[config.mk]
export PLATFORM = sky130hd
export DESIGN_NAME = lcd_scan_timing
export DESIGN_NICKNAME = d
export VERILOG_FILES = /design/src/rtl/lcd_scan_pkg.sv /design/src/rtl/lcd_rate_div.sv /design/src/rtl/lcd_span_ctr.sv /design/src/rtl/lcd_pin_drive.sv /design/src/rtl/lcd_scan_timing.sv
export SDC_FILE = /design/constraint.sdc
export NUM_CORES = 1
export LEC_CHECK = 0
export BUFFER_PORTS_ARGS = -buffer_cell sky130_fd_sc_hd__buf_4
export CELL_PAD_IN_SITES_DETAIL_PLACEMENT = 1
export CELL_PAD_IN_SITES_GLOBAL_PLACEMENT = 1
export CORE_AREA = 2 2 133 135
export DETAILED_ROUTE_END_ITERATION = 10
export DIE_AREA = 0 0 135 137
export GPL_ROUTABILITY_DRIVEN = 0
export GPL_TIMING_DRIVEN = 0
export PLACE_DENSITY = 0.89
export SYNTH_ARGS = -nofsm -noshare
export SYNTH_HDL_FRONTEND = slang
export SYNTH_SLANG_ARGS = --single-unit
[constraint.sdc]
create_clock -name clk -period 7.6 [get_ports clk]
set_input_delay 1.52 -clock clk [delete_from_list [all_inputs] [get_ports clk]]
set_output_delay 1.52 -clock clk [all_outputs]
set_load 0.1 [all_outputs]
[src/rtl/lcd_scan_pkg.sv]
package lcd_scan_pkg;

  localparam int HS_SLOTS = 12;  // fixed sync overhead per line, in shift periods
  localparam int KW       = 2;   // width of the rate factor

  typedef enum logic [1:0] {
    BPP1 = 2'd0,
    BPP2 = 2'd1,
    BPP4 = 2'd2,
    BPP8 = 2'd3
  } bpp_e;

  // Controller clocks per shift period.
  function automatic int rate_k(logic tft, logic color, logic wide, logic dual,
                                logic [1:0] bpp);
    if (!tft && color && (bpp == BPP4)) begin
      if (wide && !dual) return 3;
      if ((wide && dual) || (!wide && !dual)) return 2;
    end
    return 1;
  endfunction

  // Extra wait periods added to the programmed line wait.
  function automatic int lead_pad(logic tft, logic color, logic wide,
                                  logic [1:0] bpp);
    if (!tft && !color && !wide && ((bpp == BPP2) || (bpp == BPP4))) return 7;
    return 5;
  endfunction

  // Bus words shifted per line.
  function automatic int data_slots(int ppl, logic tft, logic wide, logic dual);
    int p;
    p = dual ? (ppl * 2) : ppl;
    if (tft) return p;
    return wide ? (p / 8) : (p / 4);
  endfunction

  // Data lines per frame.
  function automatic int line_rows(int lpp, logic dual);
    return dual ? (lpp / 2) : lpp;
  endfunction

endpackage

[src/rtl/lcd_rate_div.sv]
module lcd_rate_div #(
  parameter int KW = 2
) (
  input  logic          clk,
  input  logic          rst_n,
  input  logic          run,
  input  logic [KW-1:0] k,
  output logic          tick
);
  logic [KW-1:0] cnt;

  assign tick = run && (cnt == (k - KW'(1)));

  always_ff @(posedge clk or negedge rst_n) begin
    if (!rst_n)      cnt <= '0;
    else if (!run)   cnt <= '0;
    else if (tick)   cnt <= '0;
    else             cnt <= cnt + KW'(1);
  end
endmodule

[src/rtl/lcd_span_ctr.sv]
module lcd_span_ctr #(
  parameter int W = 8
) (
  input  logic         clk,
  input  logic         rst_n,
  input  logic         run,
  input  logic         step,
  input  logic [W-1:0] limit,
  output logic [W-1:0] cnt,
  output logic         last
);
  assign last = (cnt == (limit - W'(1)));

  always_ff @(posedge clk or negedge rst_n) begin
    if (!rst_n)     cnt <= '0;
    else if (!run)  cnt <= '0;
    else if (step)  cnt <= last ? '0 : (cnt + W'(1));
  end
endmodule

[src/rtl/lcd_pin_drive.sv]
module lcd_pin_drive #(
  parameter int N = 4
) (
  input  logic [N-1:0] act,
  input  logic [N-1:0] pol,
  output logic [N-1:0] pin
);
  for (genvar i = 0; i < N; i++) begin : g_pin
    assign pin[i] = act[i] ? pol[i] : ~pol[i];
  end
endmodule

[src/rtl/lcd_scan_timing.sv]
module lcd_scan_timing
  import lcd_scan_pkg::*;
#(
  parameter int PIX_W  = 11,
  parameter int LINE_W = 10,
  parameter int VPW_W  = 4,
  parameter int WBL_W  = 8,
  parameter int WBF_W  = 10
) (
  input  logic              clk,
  input  logic              rst_n,
  input  logic              enable,
  input  logic              cfg_tft,
  input  logic              cfg_dual,
  input  logic              cfg_color,
  input  logic              cfg_wide,
  input  logic [1:0]        cfg_bpp,
  input  logic [PIX_W-1:0]  cfg_ppl,
  input  logic [LINE_W-1:0] cfg_lpp,
  input  logic [VPW_W-1:0]  cfg_vpw,
  input  logic [WBL_W-1:0]  cfg_wbl,
  input  logic [WBF_W-1:0]  cfg_wbf,
  input  logic              cfg_pol_shift,
  input  logic              cfg_pol_hs,
  input  logic              cfg_pol_vs,
  input  logic              cfg_pol_oe,
  output logic              lcd_shift,
  output logic              lcd_hsync,
  output logic              lcd_vsync,
  output logic              lcd_oe,
  output logic [PIX_W:0]    pix_x,
  output logic [LINE_W-1:0] line_y
);
  localparam int HCNT_W = PIX_W + 3;
  localparam int VCNT_W = ((LINE_W > WBF_W) ? LINE_W : WBF_W) + 2;
  localparam int PX_W   = PIX_W + 1;

  typedef struct packed {
    logic              tft;
    logic              dual;
    logic              color;
    logic              wide;
    logic [1:0]        bpp;
    logic [PIX_W-1:0]  ppl;
    logic [LINE_W-1:0] lpp;
    logic [VPW_W-1:0]  vpw;
    logic [WBL_W-1:0]  wbl;
    logic [WBF_W-1:0]  wbf;
    logic [3:0]        pol;   // {oe, vsync, hsync, shift}
  } cfg_t;
  localparam int SH_W = $bits(cfg_t);

  cfg_t cur, sh;
  assign cur = '{tft: cfg_tft, dual: cfg_dual, color: cfg_color, wide: cfg_wide,
                 bpp: cfg_bpp, ppl: cfg_ppl, lpp: cfg_lpp, vpw: cfg_vpw,
                 wbl: cfg_wbl, wbf: cfg_wbf,
                 pol: {cfg_pol_oe, cfg_pol_vs, cfg_pol_hs, cfg_pol_shift}};

  // Timing derived from the captured configuration.
  logic [KW-1:0]     k;
  logic [HCNT_W-1:0] slots, hlen;
  logic [VCNT_W-1:0] front, dlines, vtot;

  assign k      = KW'(rate_k(sh.tft, sh.color, sh.wide, sh.dual, sh.bpp));
  assign slots  = HCNT_W'(data_slots(int'(sh.ppl), sh.tft, sh.wide, sh.dual));
  assign hlen   = slots + HCNT_W'(HS_SLOTS) + HCNT_W'(sh.wbl)
                + HCNT_W'(lead_pad(sh.tft, sh.color, sh.wide, sh.bpp));
  assign front  = sh.tft ? (VCNT_W'(sh.vpw) + VCNT_W'(1)) : '0;
  assign dlines = VCNT_W'(line_rows(int'(sh.lpp), sh.dual));
  assign vtot   = front + dlines + VCNT_W'(sh.wbf);

  // Counters.
  logic              tick, h_last, v_last, line_step, load_evt;
  logic [HCNT_W-1:0] h_cnt;
  logic [VCNT_W-1:0] v_cnt;

  lcd_rate_div #(.KW(KW)) u_div (
    .clk(clk), .rst_n(rst_n), .run(enable), .k(k), .tick(tick)
  );

  lcd_span_ctr #(.W(HCNT_W)) u_hctr (
    .clk(clk), .rst_n(rst_n), .run(enable), .step(tick),
    .limit(hlen), .cnt(h_cnt), .last(h_last)
  );

  assign line_step = tick && h_last;

  lcd_span_ctr #(.W(VCNT_W)) u_vctr (
    .clk(clk), .rst_n(rst_n), .run(enable), .step(line_step),
    .limit(vtot), .cnt(v_cnt), .last(v_last)
  );

  // Configuration capture: continuously while idle, then once per frame end.
  assign load_evt = !enable || (line_step && v_last);

  always_ff @(posedge clk or negedge rst_n) begin
    if (!rst_n)        sh <= '0;
    else if (load_evt) sh <= cur;
  end

  // Strobe decode, exposed by name for the checker.
  logic hs_act, vs_act, oe_act, data_line;
  assign data_line = enable && (v_cnt >= front) && (v_cnt < (front + dlines));
  assign hs_act    = enable && (h_cnt < HCNT_W'(HS_SLOTS));
  assign vs_act    = enable && (sh.tft ? (v_cnt < front) : (v_cnt == '0));
  assign oe_act    = data_line && (h_cnt >= HCNT_W'(HS_SLOTS))
                   && (h_cnt < (HCNT_W'(HS_SLOTS) + slots));

  logic [3:0] pins;
  lcd_pin_drive #(.N(4)) u_pins (
    .act({oe_act, vs_act, hs_act, tick}),
    .pol(sh.pol),
    .pin(pins)
  );
  assign {lcd_oe, lcd_vsync, lcd_hsync, lcd_shift} = pins;

  logic [HCNT_W-1:0] h_off;
  logic [VCNT_W-1:0] v_off;
  assign h_off  = h_cnt - HCNT_W'(HS_SLOTS);
  assign v_off  = v_cnt - front;
  assign pix_x  = oe_act ? PX_W'(h_off) : '0;
  assign line_y = data_line ? LINE_W'(v_off) : '0;

endmodule

After elaboration in Yosys (flattened, before gate mapping) --
Index checks and enable logic that the tools add are counted. W data, S select, Z words.
Word-level totals: flip-flop bits (word level) 81, output and inout port bits 26
Cells by class: $add $sub $neg 16, magnitude comparators 6, equal/unequal tests 7, muxes and demuxes 35, bitwise logic cells 6, reductions and logical operators 28
Operators with widths (count):
- $mux W14 | 6
- $mux W12 | 6
- $mux W10 | 2
- $logic_and A1 B1 Y1 | 17
- $add A14 B1 Y14 const B | 1
- $add A14 B14 Y14 | 1
- $add A14 B8 Y14 | 1
- $add A4 B14 Y14 const A | 1
- $eq A14 B14 Y1 | 1
- $ge A14 B4 Y1 const B | 1
- $lt A14 B14 Y1 | 1
- $lt A14 B4 Y1 const B | 1
- $mux W2 | 7
- $sub A14 B1 Y14 const B | 1
- $add A12 B1 Y12 const B | 1
- $add A12 B10 Y12 | 1
- $eq A12 B12 Y1 | 1
- $ge A12 B5 Y1 | 1
- $logic_not A12 Y1 | 1
- $lt A12 B11 Y1 | 1
- $lt A12 B5 Y1 | 1
- $mux W1 | 12
- $sub A12 B1 Y12 const B | 1
- $sub A12 B4 Y12 const B | 1
- 19 further kinds | 30

Longest topological paths before layout --
Gate-level depths: netlist of run 1.
depth after elaboration 14, depth in mapped cells 30, depth with buffers taken out 23

Modules after synthesis --
Synthesis of run 1 repeated with hierarchy kept, for this count alone.
Second synthesis, totals: cell total of the unflattened synthesis 924, area total of the unflattened synthesis 8036.5 um2
Modules (own cells, without submodules):
- lcd_scan_timing | times used 1, cells an instance 601, area an instance 5376.4 um2, sequential area each 1326.3 um2
- lcd_span_ctr (u_hctr) | times used 1, cells an instance 158, area an instance 1347.5 um2, sequential area each 350.3 um2
- lcd_span_ctr (u_vctr) | times used 1, cells an instance 148, area an instance 1156.1 um2, sequential area each 300.3 um2
- lcd_rate_div | times used 1, cells an instance 13, area an instance 121.4 um2, sequential area each 50.0 um2
- lcd_pin_drive | times used 1, cells an instance 4, area an instance 35.0 um2, sequential area each 0.0 um2

Worst setup path after synthesis of run 1 --
No wires, ideal clock.
kind reg2out, start register sh[51] (netlist name), end output line_y[4], arrival 6525 ps, setup slack -445 ps, stages on the path, launching flop included 21, cells stage by stage dfrtp_1 buf_2 buf_4 buf_2 buf_1 clkbuf_1 buf_1 mux2_2 ha_1 fa_1 inv_1 ha_1 a21o_1 a21o_1 a21o_1 a21oi_1 maj3_1 maj3_1 o221a_2 o21ai_1 nor3_1
Between the ends: cells in the longest elaborated chain, start to end 5
RTL lines:
- from (decl) | line lcd_scan_timing.sv:53 | cfg_t cur, sh;
- from (signal assigned) | line lcd_scan_timing.sv:98 | else if (load_evt) sh <= cur;
- $mux W10 | line lcd_scan_pkg.sv:40 | return dual ? (lpp / 2) : lpp;
- $add A5 B10 Y11 | line lcd_scan_timing.sv:103 | assign data_line = enable && (v_cnt >= front) && (v_cnt < (front + dlines));
- $lt A12 B11 Y1 | line lcd_scan_timing.sv:103
- $logic_and A1 B1 Y1 | line lcd_scan_timing.sv:103
- $mux W10 | line lcd_scan_timing.sv:122 | assign line_y = data_line ? LINE_W'(v_off) : '0;
- to (decl) | line lcd_scan_timing.sv:32 | output logic [LINE_W-1:0] line_y
Every way passes these cells.

Final worst setup path of run 1 --
start register sh[51] (netlist name), end output pix_x[4]
Between the ends: cells in the longest elaborated chain, start to end 10, elaborated cells on any way between the ends 19, those cells by class 4 x add/sub; 2 x order compare; 6 x mux; 2 x bitwise; 5 x reduce/logical
RTL lines:
- $mux W12 | line lcd_scan_pkg.sv:33 | p = dual ? (ppl * 2) : ppl;
- $reduce_or A3 Y1 (no source line) / $reduce_or A2 Y1 (equally long branches)
- $and A1 B1 Y1 (no source line)
- $add A9 B1 Y10 (no source line) / $add A10 B1 Y11 (equally long branches)
- $mux W14 (2 in a row) | line lcd_scan_pkg.sv:35 | return wide ? (p / 8) : (p / 4);
- $add A4 B14 Y14 | line lcd_scan_timing.sv:107 | && (h_cnt < (HCNT_W'(HS_SLOTS) + slots));
- $lt A14 B14 Y1 | line lcd_scan_timing.sv:107
- $logic_and A1 B1 Y1 * | line lcd_scan_timing.sv:107
- $mux W12 * | line lcd_scan_timing.sv:121 | assign pix_x = oe_act ? PX_W'(h_off) : '0;
- to (decl) | line lcd_scan_timing.sv:31 | output logic [PIX_W:0] pix_x,
Every way passes the cells marked *; elsewhere a longest branch is shown, timed or not.

==> flow_metrics.py, run 1 <==
metrics = {
    "final_layout": {
        "fillers": 2043,
        "drive_above_1_share_pct": 22.2,
        "most-common-layout-cells": "buf_4, dfrtp_1, inv_1",
        "antenna_cells": 0,
        "fin_nets": 1086,
        "utilization_pct": 53.5,
        "area_growth_syn_to_layout_pct": 15.9,
    },
    "global_routing": {
        "overflow": 0,
        "grt_max_degree": 82,
        "grt_pass1_wl_um": 40200,
        "grtUsageMet2_pct": 50.1,
        "grt_usage_pct": 27.8,
        "use_met3_pct": 4.33,
        "antenna_found_initial": 0,
        "grt_busiest_layer": "met2",
        "grt_use_met1_pct": 32.0,
        "grt_pass1_vias": 7619,
    },
    "drt": {
        "drc": 0,
        "vias_per_cell": 5.98,
        "num_vias": 7118,
        "wl_per_cell_um": 20.8,
        "wl_um": 24800,
        "final_antenna_net_count": 0,
        "dr.pass1.iters": 4,
        "drt_iter0_drc": 325,
    },
    "logic_synthesis": {
        "yosysSeqAreaShare_pct": 25.8,
        "synth_edf_count": 0,
        "synth_seq_cells": 81,
        "synth.avg_cell_area_um2": 9.05,
        "synth_top_area_share_pct": 25.8,
        "async_flop_share_pct": 100,
        "ys_types": 78,
        "synthesis.area_um2": 7870,
        "syn_inst": 870,
        "synth-main-ff-cell": "dfrtp_1",
        "synth_top_area_cell": "dfrtp_1",
        "synth_nets": 996,
        "synthTopCellsByArea": "dfrtp_1, ha_1, mux2_4",
        "ys.warnings.count": 0,
    },
    "sta": {
        "fin_crit_sh_pct": 96.1,
        "drv_slew": 0,
        "fin_crit_ns": 7.30,
        "setup_viol": 0,
        "tightest_slew_ns": 1.10,
        "relSlewSlack_pct": 26.8,
        "fmax_mhz": 137,
        "finalHoldViolCount": 0,
        "final.setup.tns_ns": 0,
        "skew_ns": 0.0109,
    },
    "flow_run": {
        "cap_violations": 0,
    },
    "floorplan": {
        "die-area_um2": 18500,
        "die_h_um": 137,
        "rows": 48,
        "coreArea_um2": 17100,
        "die_x_um": 135,
        "num_io_pins": 82,
        "start_util_pct": 46.1,
    },
    "clock_network": {
        "cts_tree": "done",
        "cts.sinks": 81,
        "postCtsHoldBufs": 0,
        "cts.clk_slew.worst_paths_ns": 0.07,
        "numCtsBuffers": 9,
        "cts_buffer_depth": 2,
        "h-tree-depth": 3,
        "clock_tree.root_cell": "clkbuf_16",
        "clk_latency_ns": 0.36,
    },
    "setup_path": {
        "start_kind": "flop",
        "crit_required_ns": 6.08,
        "worstPathArrival_ns": 5.78,
        "cp-end-kind": "primary output",
        "critPathKind": "flop to primary output",
        "cp_max_fo": 28,
    },
    "power_and_ir_drop": {
        "peakVddDrop_mv": 0.182,
        "power_density_nw_per_um2": 230,
        "p_leak_nw": 4.37,
    },
    "outcome": {
        "outcome": "finished, final reports clean",
    },
    "place": {
        "place_hpwl_um": 18300,
        "portBuffers": 81,
    },
    "hold_path": {
        "min-delay-path-class": "flop to flop",
    },
}
## power by group
group	internal (W)	switching, W	total (W)
clock network	0.000275	0.000202	0.000477
logic	0.000460	0.000669	0.00113
registers	0.000462	0.0000339	0.000496
total	0.00120	0.000905	0.00210
## flip-flops by register name, indices dropped and copies added, names as in the netlist
register / cells
sh: 53
u_hctr.cnt: 14
u_vctr.cnt: 12
u_div.cnt: 2
## stage by stage
step	area, um2	setup WS [ns]	total power [W]	hold WS, ns	cells
finish	9120	0.297	0.00210	0.524	1190
CTS	9090	0.0501	0.00210	0.522	1189
global placement	8770	-0.372	0.00153	0.492	1176
global route	9120	-0.00719	0.00222	0.540	1190
floorplan	7880	0.0634	0.00132	0.477	870
detailed placement	8770	-0.540	0.00159	0.503	1176
## area by class of cell
cell class / count / area (um2) / share of cell area, %
Clock inverter: 5 / 63.8 / 0.700
Clock buffer: 11 / 253 / 2.77
Inverter: 69 / 259 / 2.84
Tap cell: 225 / 282 / 3.09
Timing Repair Buffer: 82 / 623 / 6.83
Buffer: 47 / 253 / 2.77
Sequential cell: 81 / 2030 / 22.2
Multi-Input combinational cell: 670 / 5360 / 58.8
## cell families after synthesis
logic type,after synthesis,synth area share (%)
AND/OR/NAND/NOR,260,16.7
AO/OA/AOI/OAI,182,16.5
buffers and inverters,119,6.44
multiplexers,82,14.5
flip-flops,81,25.8
XOR/XNOR,74,8.24
adder cells (fa/ha/maj),72,11.9
## cells in the mapped netlist, types with 6 or more instances
library cell   n
a221o_1        9
mux2_2        19
and3_1         6
clkbuf_1      23
nor2_1        60
nor4_1         9
nand2b_1      13
nand3_1       28
and2_1        13
a21o_1        24
nand4_1       12
nor3_1        21
ha_1          65
a21oi_1       36
mux2i_1        9
buf_2         12
inv_1         69
buf_1          8
o211ai_1       6
or2_2          6
dfrtp_1       81
xor2_1        20
xnor2_1       54
a31oi_1        9
o21ai_0       32
o2111ai_1      9
a211oi_1       7
nand2_1       60
nor2b_1       10
mux2_4        50
## per-layer routing
| layer | vias up | share of wire [%] |
|---|---|---|
| li1 | 3288 | - |
| met4 | 0 | 4.5 |
| met2 | 181 | 51 |
| met1 | 3581 | 40 |
| met5 | - | 0 |
| met3 | 68 | 4.0 |
## worst max-delay path: stages (launching register included)
cell and delay [ns]:
dfrtp_1 0.32, buf_2 0.21, buf_8 0.23, clkbuf_4 0.27
clkbuf_4 0.27, o21ai_0 0.12, mux2_2 0.33, ha_1 0.30
nand3b_1 0.20, a21oi_2 0.23, and2_1 0.18, or2_2 0.13
nand2_1 0.08, xnor2_2 0.19, inv_1 0.07, ha_1 0.31
a21o_1 0.17, a21o_1 0.17, a21oi_1 0.16, nor2b_1 0.06
o21ai_0 0.21, nand2_1 0.09, nor2_1 0.21, o211ai_1 0.23
clkbuf_2 0.25, nor2_1 0.18, buf_6 0.25
## final timing paths
kind / cells after the start / slack (ns) / start / end
worst max-delay path: 26 / 0.30 / sh[51]$_DFFE_PN0P_ / pix_x[4]
worst min-delay path: 1 / 0.52 / sh[7]$_DFFE_PN0P_ / sh[7]$_DFFE_PN0P_
worst max register to register: 24 / 0.62 / sh[51]$_DFFE_PN0P_ / sh[14]$_DFFE_PN0P_
worst min register to register: 1 / 0.52 / sh[7]$_DFFE_PN0P_ / sh[7]$_DFFE_PN0P_
max in group asynchronous: 1 / 5.53 / rst_n / sh[0]$_DFFE_PN0P_
min in group asynchronous: 1 / 1.37 / rst_n / sh[16]$_DFFE_PN0P_
## timing repair
| item | CTS | global route |
|---|---|---|
| endpoints found under the setup margin | 96 | 11 |
| resized for setup | 7 | 5 |
| pin swaps | 0 | 0 |
| buffers inserted | 0 | 1 |
No activity file was read; power rests on OpenSTA's default activity.
==> run 2, diff against run 1 <==
- GPL_TIMING_DRIVEN: 0 -> not set
- SLEW_MARGIN: not set -> 20
==> flow_metrics.py, run 2 (synthesis gave the netlist of run 1 again) <==
metrics = {
    "outcome": {
        "outcome": "finished, final reports clean",
    },
    "clock_network": {
        "clk_latency_ns": 0.36,
        "cts_buffer_depth": 2,
        "clock_tree.root_cell": "clkbuf_16",
        "h-tree-depth": 3,
        "numCtsBuffers": 9,
        "ctsResizeCount": 0,
        "cts.sinks": 81,
        "cts_tree": "done",
        "cts.clk_slew.worst_paths_ns": 0.07,
        "post_cts_buffers": 0,
        "postCtsHoldBufs": 0,
    },
    "setup_path": {
        "worstPathArrival_ns": 5.70,
        "path_buf_inv": 4,
        "crit_path_cell_trace": "mux2_2, mux4_2, inv_1, ha_1, nand3b_1, a21oi_1, and2_1, or2_2, nand2_1, xnor2_1, inv_1, ha_1, a21o_1, a21o_1, a21oi_1, nor2b_1, o21ai_0, nand2_1, nor2_1, o211ai_1, buf_2, a21oi_1, buf_4",
        "worstRegToRegCells": 20,
        "r2r_end": "sh[1]$_DFFE_PN0P_",
        "crit_required_ns": 6.08,
        "r2r_slack_ns": 0.95,
        "start_kind": "flop",
        "crit_slowest_cell": "dfrtp_1",
        "timing.critical_path.mode_cell": "a21oi_1",
        "cp_max_fo": 27,
        "cpPeakStageDelay_ns": 0.92,
        "critPathKind": "flop to primary output",
        "critPathTopFamily": "compound AO/OA/AOI/OAI gates",
        "cp-end-kind": "primary output",
        "r2r-start": "sh[49]$_DFFE_PN0P_",
    },
    "hold_path": {
        "min-delay-start": "sh[48]$_DFFE_PN0P_",
        "hold_end": "sh[48]$_DFFE_PN0P_",
        "hold_path_depth": 1,
        "min-delay-path-class": "flop to flop",
    },
    "drt": {
        "num_vias": 6845,
        "final_antenna_net_count": 0,
        "drc": 0,
        "wl_per_cell_um": 19.8,
        "wl_um": 22800,
        "drt_iter0_drc": 412,
        "dr.pass1.iters": 5,
        "vias_per_cell": 5.95,
    },
    "floorplan": {
        "coreArea_um2": 17100,
        "die-area_um2": 18500,
        "die_x_um": 135,
        "die_h_um": 137,
        "start_util_pct": 46.1,
        "rows": 48,
        "num_io_pins": 82,
    },
    "sta": {
        "setup_viol": 0,
        "skew_ns": 0.00954,
        "fin_crit_ns": 7.22,
        "drv_slew": 0,
        "relSlewSlack_pct": 27.3,
        "rsz0062_at_grt": "false",
        "fin_crit_sh_pct": 95.0,
        "fmax_mhz": 139,
        "finalHoldViolCount": 0,
        "final.setup.worst_slack_ns": 0.383,
        "final.setup.tns_ns": 0,
        "tightest_slew_ns": 1.09,
    },
    "final_layout": {
        "largest_reg_flops": 53,
        "fin_nets": 1046,
        "utilization_pct": 52.1,
        "final_common_cell": "buf_4",
        "antenna_cells": 0,
        "drive_above_1_share_pct": 21.2,
        "seqCellArea_um2": 2030,
        "reg.largest.list": "sh (53), u_hctr.cnt (14), u_vctr.cnt (12)",
        "area_growth_syn_to_layout_pct": 13.0,
        "fillers": 2045,
        "most-common-layout-cells": "buf_4, dfrtp_1, inv_1",
        "regMostFlops": "sh",
        "multiInputGateArea_um2": 5350,
    },
    "flow_run": {
        "cap_violations": 0,
    },
    "power_and_ir_drop": {
        "p_total_w": 0.00204,
        "peakVddDrop_mv": 0.231,
        "p_leak_nw": 4.24,
        "power_density_nw_per_um2": 230,
    },
    "place": {
        "dp_worst_setup_slack_ns": 0.760,
        "portBuffers": 81,
        "place_hpwl_um": 16700,
    },
    "global_routing": {
        "grt_max_degree": 49,
        "grt_pass1_vias": 7431,
        "antenna_found_initial": 0,
        "grt_pass1_wl_um": 37500,
        "grt_usage_pct": 25.8,
        "overflow": 0,
    },
}
[run 2: cell count changes in the layout (fill, tap and decap cells not counted), moves of 2 or more]
cell	delta
buf_1	-4
buf_2	-11
buf_4	+6
buf_6	-7
clkbuf_1	-20
clkbuf_4	-2
clkbuf_8	-2
clkinv_4	-2
clkinvlp_4	+3
[run 2: worst max path at each step]
stage,cells past startpoint,from,end,slack [ns]
final,23,sh[49]$_DFFE_PN0P_,pix_x[7],0.38
after global routing,23,sh[49]$_DFFE_PN0P_,pix_x[7],0.01
after CTS,22,sh[49]$_DFFE_PN0P_,pix_x[7],0.34
after detailed placement,22,sh[49]$_DFFE_PN0P_,pix_x[7],0.76
after global placement,22,sh[49]$_DFFE_PN0P_,pix_x[7],1.01
after floorplan,27,sh[51]$_DFFE_PN0P_,pix_x[10],0.06
[run 2: per-stage QoR]
stage	area [um2]	std cells	hold slack (ns)
floorplan	7880	870	0.477
global placement	8590	1133	0.494
detailed placement	8590	1133	0.498
CTS	8890	1149	0.523
global route	8890	1150	0.538
finish	8890	1150	0.520
[run 2: routing by layer]
| layer | wire length (um) | track usage (%) | up-vias |
|---|---|---|---|
| li1 | - | - | 3204 |
| met4 | 677 | 9.95 | 0 |
| met2 | 11600 | 46.6 | 174 |
| met3 | 901 | 3.93 | 60 |
| met5 | 0 | 0 | - |
| met1 | 9590 | 30.8 | 3407 |
[run 2: power breakdown]
part           internal [W]  switching, W
logic              0.000450      0.000621
clock network      0.000255      0.000204
registers          0.000462     0.0000505
total               0.00117      0.000876
[run 2: final cells by class]
cell class | count | share of cell area, %
Multi-Input combinational cell | 670 | 60.2
Sequential cell | 81 | 22.8
Timing Repair Buffer | 89 | 7.63
Tap cell | 225 | 3.17
Inverter | 69 | 2.91
Clock buffer | 10 | 2.57
Clock inverter | 6 | 0.774
==> run 3, diff against run 2 <==
- BUFFER_PORTS_ARGS: -buffer_cell sky130_fd_sc_hd__buf_4 -> not set
- CORE_AREA: 2 2 133 135 -> 2 2 129 131
- DIE_AREA: 0 0 135 137 -> 0 0 131 133
- DONT_BUFFER_PORTS: not set -> 1
- PLACE_DENSITY: 0.89 -> 0.88
==> flow_metrics.py, run 3 (synthesis gave the netlist of run 1 again) <==
metrics = {
    "clock_network": {
        "cts.clk_slew.worst_paths_ns": 0.07,
        "clk_latency_ns": 0.36,
        "ctsResizeCount": 0,
        "h-tree-depth": 3,
        "postCtsHoldBufs": 0,
        "cts_tree": "done",
        "numCtsBuffers": 9,
        "cts.sinks": 81,
        "post_cts_buffers": 0,
        "cts_buffer_depth": 2,
        "clock_tree.root_cell": "clkbuf_16",
    },
    "place": {
        "portBuffers": 0,
        "place_hpwl_um": 16400,
        "dp_worst_setup_slack_ns": 0.965,
        "dpl_cell_area_um2": 8380,
    },
    "setup_path": {
        "start_kind": "flop",
        "crit_required_ns": 6.08,
        "worstPathArrival_ns": 5.42,
        "cp-end-kind": "primary output",
        "cp_max_fo": 27,
        "critPathKind": "flop to primary output",
    },
    "sta": {
        "tightest_slew_ns": 1.17,
        "skew_ns": 0.00820,
        "hold_ws_ns": 0.510,
        "rsz0062_at_grt": "false",
        "setup_viol": 0,
        "fin_crit_sh_pct": 91.4,
        "relSlewSlack_pct": 22.2,
        "finalHoldViolCount": 0,
        "fin_crit_ns": 6.94,
        "final.setup.tns_ns": 0,
        "drv_slew": 0,
        "final.setup.worst_slack_ns": 0.655,
        "fmax_mhz": 144,
    },
    "final_layout": {
        "area_growth_syn_to_layout_pct": 10.2,
        "antenna_cells": 0,
        "utilization_pct": 53.6,
        "reg.largest.list": "sh (53), u_hctr.cnt (14), u_vctr.cnt (12)",
        "final_common_cell": "dfrtp_1",
        "largest_reg_flops": 53,
        "most-common-layout-cells": "dfrtp_1, inv_1, ha_1",
        "final_area_um2": 8670,
        "regMostFlops": "sh",
        "drive_above_1_share_pct": 18.7,
        "fin_nets": 987,
    },
    "floorplan": {
        "die_h_um": 133,
        "coreArea_um2": 16200,
        "die-area_um2": 17400,
        "rows": 47,
        "num_io_pins": 82,
        "start_util_pct": 48.7,
        "die_x_um": 131,
    },
    "drt": {
        "vias_per_cell": 6.05,
        "num_vias": 6570,
        "final_antenna_net_count": 0,
        "drt_iter0_drc": 407,
        "wl_per_cell_um": 19.9,
        "drc": 0,
        "dr.pass1.iters": 5,
        "wl_um": 21600,
    },
    "global_routing": {
        "grt_usage_pct": 26.0,
        "grt_pass1_vias": 7020,
        "overflow": 0,
        "grt_pass1_wl_um": 35700,
        "grt_max_degree": 82,
        "antenna_found_initial": 0,
    },
    "power_and_ir_drop": {
        "p_leak_nw": 4.00,
        "peakVddDrop_mv": 0.206,
        "power_density_nw_per_um2": 228,
    },
    "hold_path": {
        "min-delay-path-class": "flop to flop",
    },
    "outcome": {
        "outcome": "finished, final reports clean",
    },
    "flow_run": {
        "cap_violations": 0,
    },
}
run 3: cell types whose count changed in the layout (fill, tap and decap cells not counted), moves of 2 or more:
cell and delta:
clkinvlp_4 -3, buf_4 -70, clkbuf_8 +2, buf_12 +12, xor2_1 -2, xor2_2 +2, nor2_2 +20, nor2_1 -20
run 3: power by group:
| group | internal [W] | total, W | switching (W) | leakage, nW |
|---|---|---|---|---|
| Combinational | 0.000431 | 0.00104 | 0.000604 | 2.85 |
| Sequential | 0.000462 | 0.000515 | 0.0000525 | 1.01 |
| Clock | 0.000241 | 0.000431 | 0.000190 | 0.142 |
run 3: worst paths after layout:
kind                                         start                         to  slack, ns  cells after the start
worst max-delay path            sh[49]$_DFFE_PN0P_                   pix_x[7]       0.66                     23
worst min-delay path            sh[47]$_DFFE_PN0P_         sh[47]$_DFFE_PN0P_       0.51                      1
worst max register to register  sh[49]$_DFFE_PN0P_         sh[47]$_DFFE_PN0P_       0.88                     20
worst min register to register  sh[47]$_DFFE_PN0P_         sh[47]$_DFFE_PN0P_       0.51                      1
max in group asynchronous                    rst_n  u_vctr.cnt[1]$_DFFE_PN0P_       6.63                      0
min in group asynchronous                    rst_n         sh[52]$_DFFE_PN0P_       0.85                      0
run 3: cell type report:
cell class                      count  area [um2]
Fill cell                        1872        7500
Multi-Input combinational cell    670        5430
Sequential cell                    81        2030
Timing Repair Buffer               30         388
Tap cell                          220         275
Inverter                           69         259
Clock buffer                       11         253
Clock inverter                      5        38.8
run 3: per-stage QoR:
| step | power [W] | cells |
|---|---|---|
| detailed placement | 0.00154 | 1070 |
| CTS | 0.00199 | 1086 |
| finish | 0.00198 | 1086 |
| global route | 0.00212 | 1086 |
| floorplan | 0.00132 | 870 |
| global placement | 0.00149 | 1070 |
run 3: worst max-delay path: stages (launching register included):
cell and delay, ns:
dfrtp_1 0.90, mux2_2 0.42, mux4_2 0.46, inv_1 0.07, ha_1 0.24, nand3b_1 0.14
a21oi_1 0.08, and2_1 0.20, or2_2 0.31, nand2_1 0.09, xnor2_1 0.15, inv_1 0.11
ha_1 0.30, a21o_1 0.16, a21o_1 0.16, a21oi_1 0.13, nor2b_1 0.05, o21ai_0 0.14
nand2_1 0.06, nor2_1 0.13, o211ai_1 0.10, buf_4 0.23, a21oi_2 0.19, buf_12 0.20
run 3: routing by layer:
layer	routed length, um	track usage [%]
met1	8830	31.0
met2	11300	46.3
met3	839	5.05
met4	643	8.87
met5	0	0
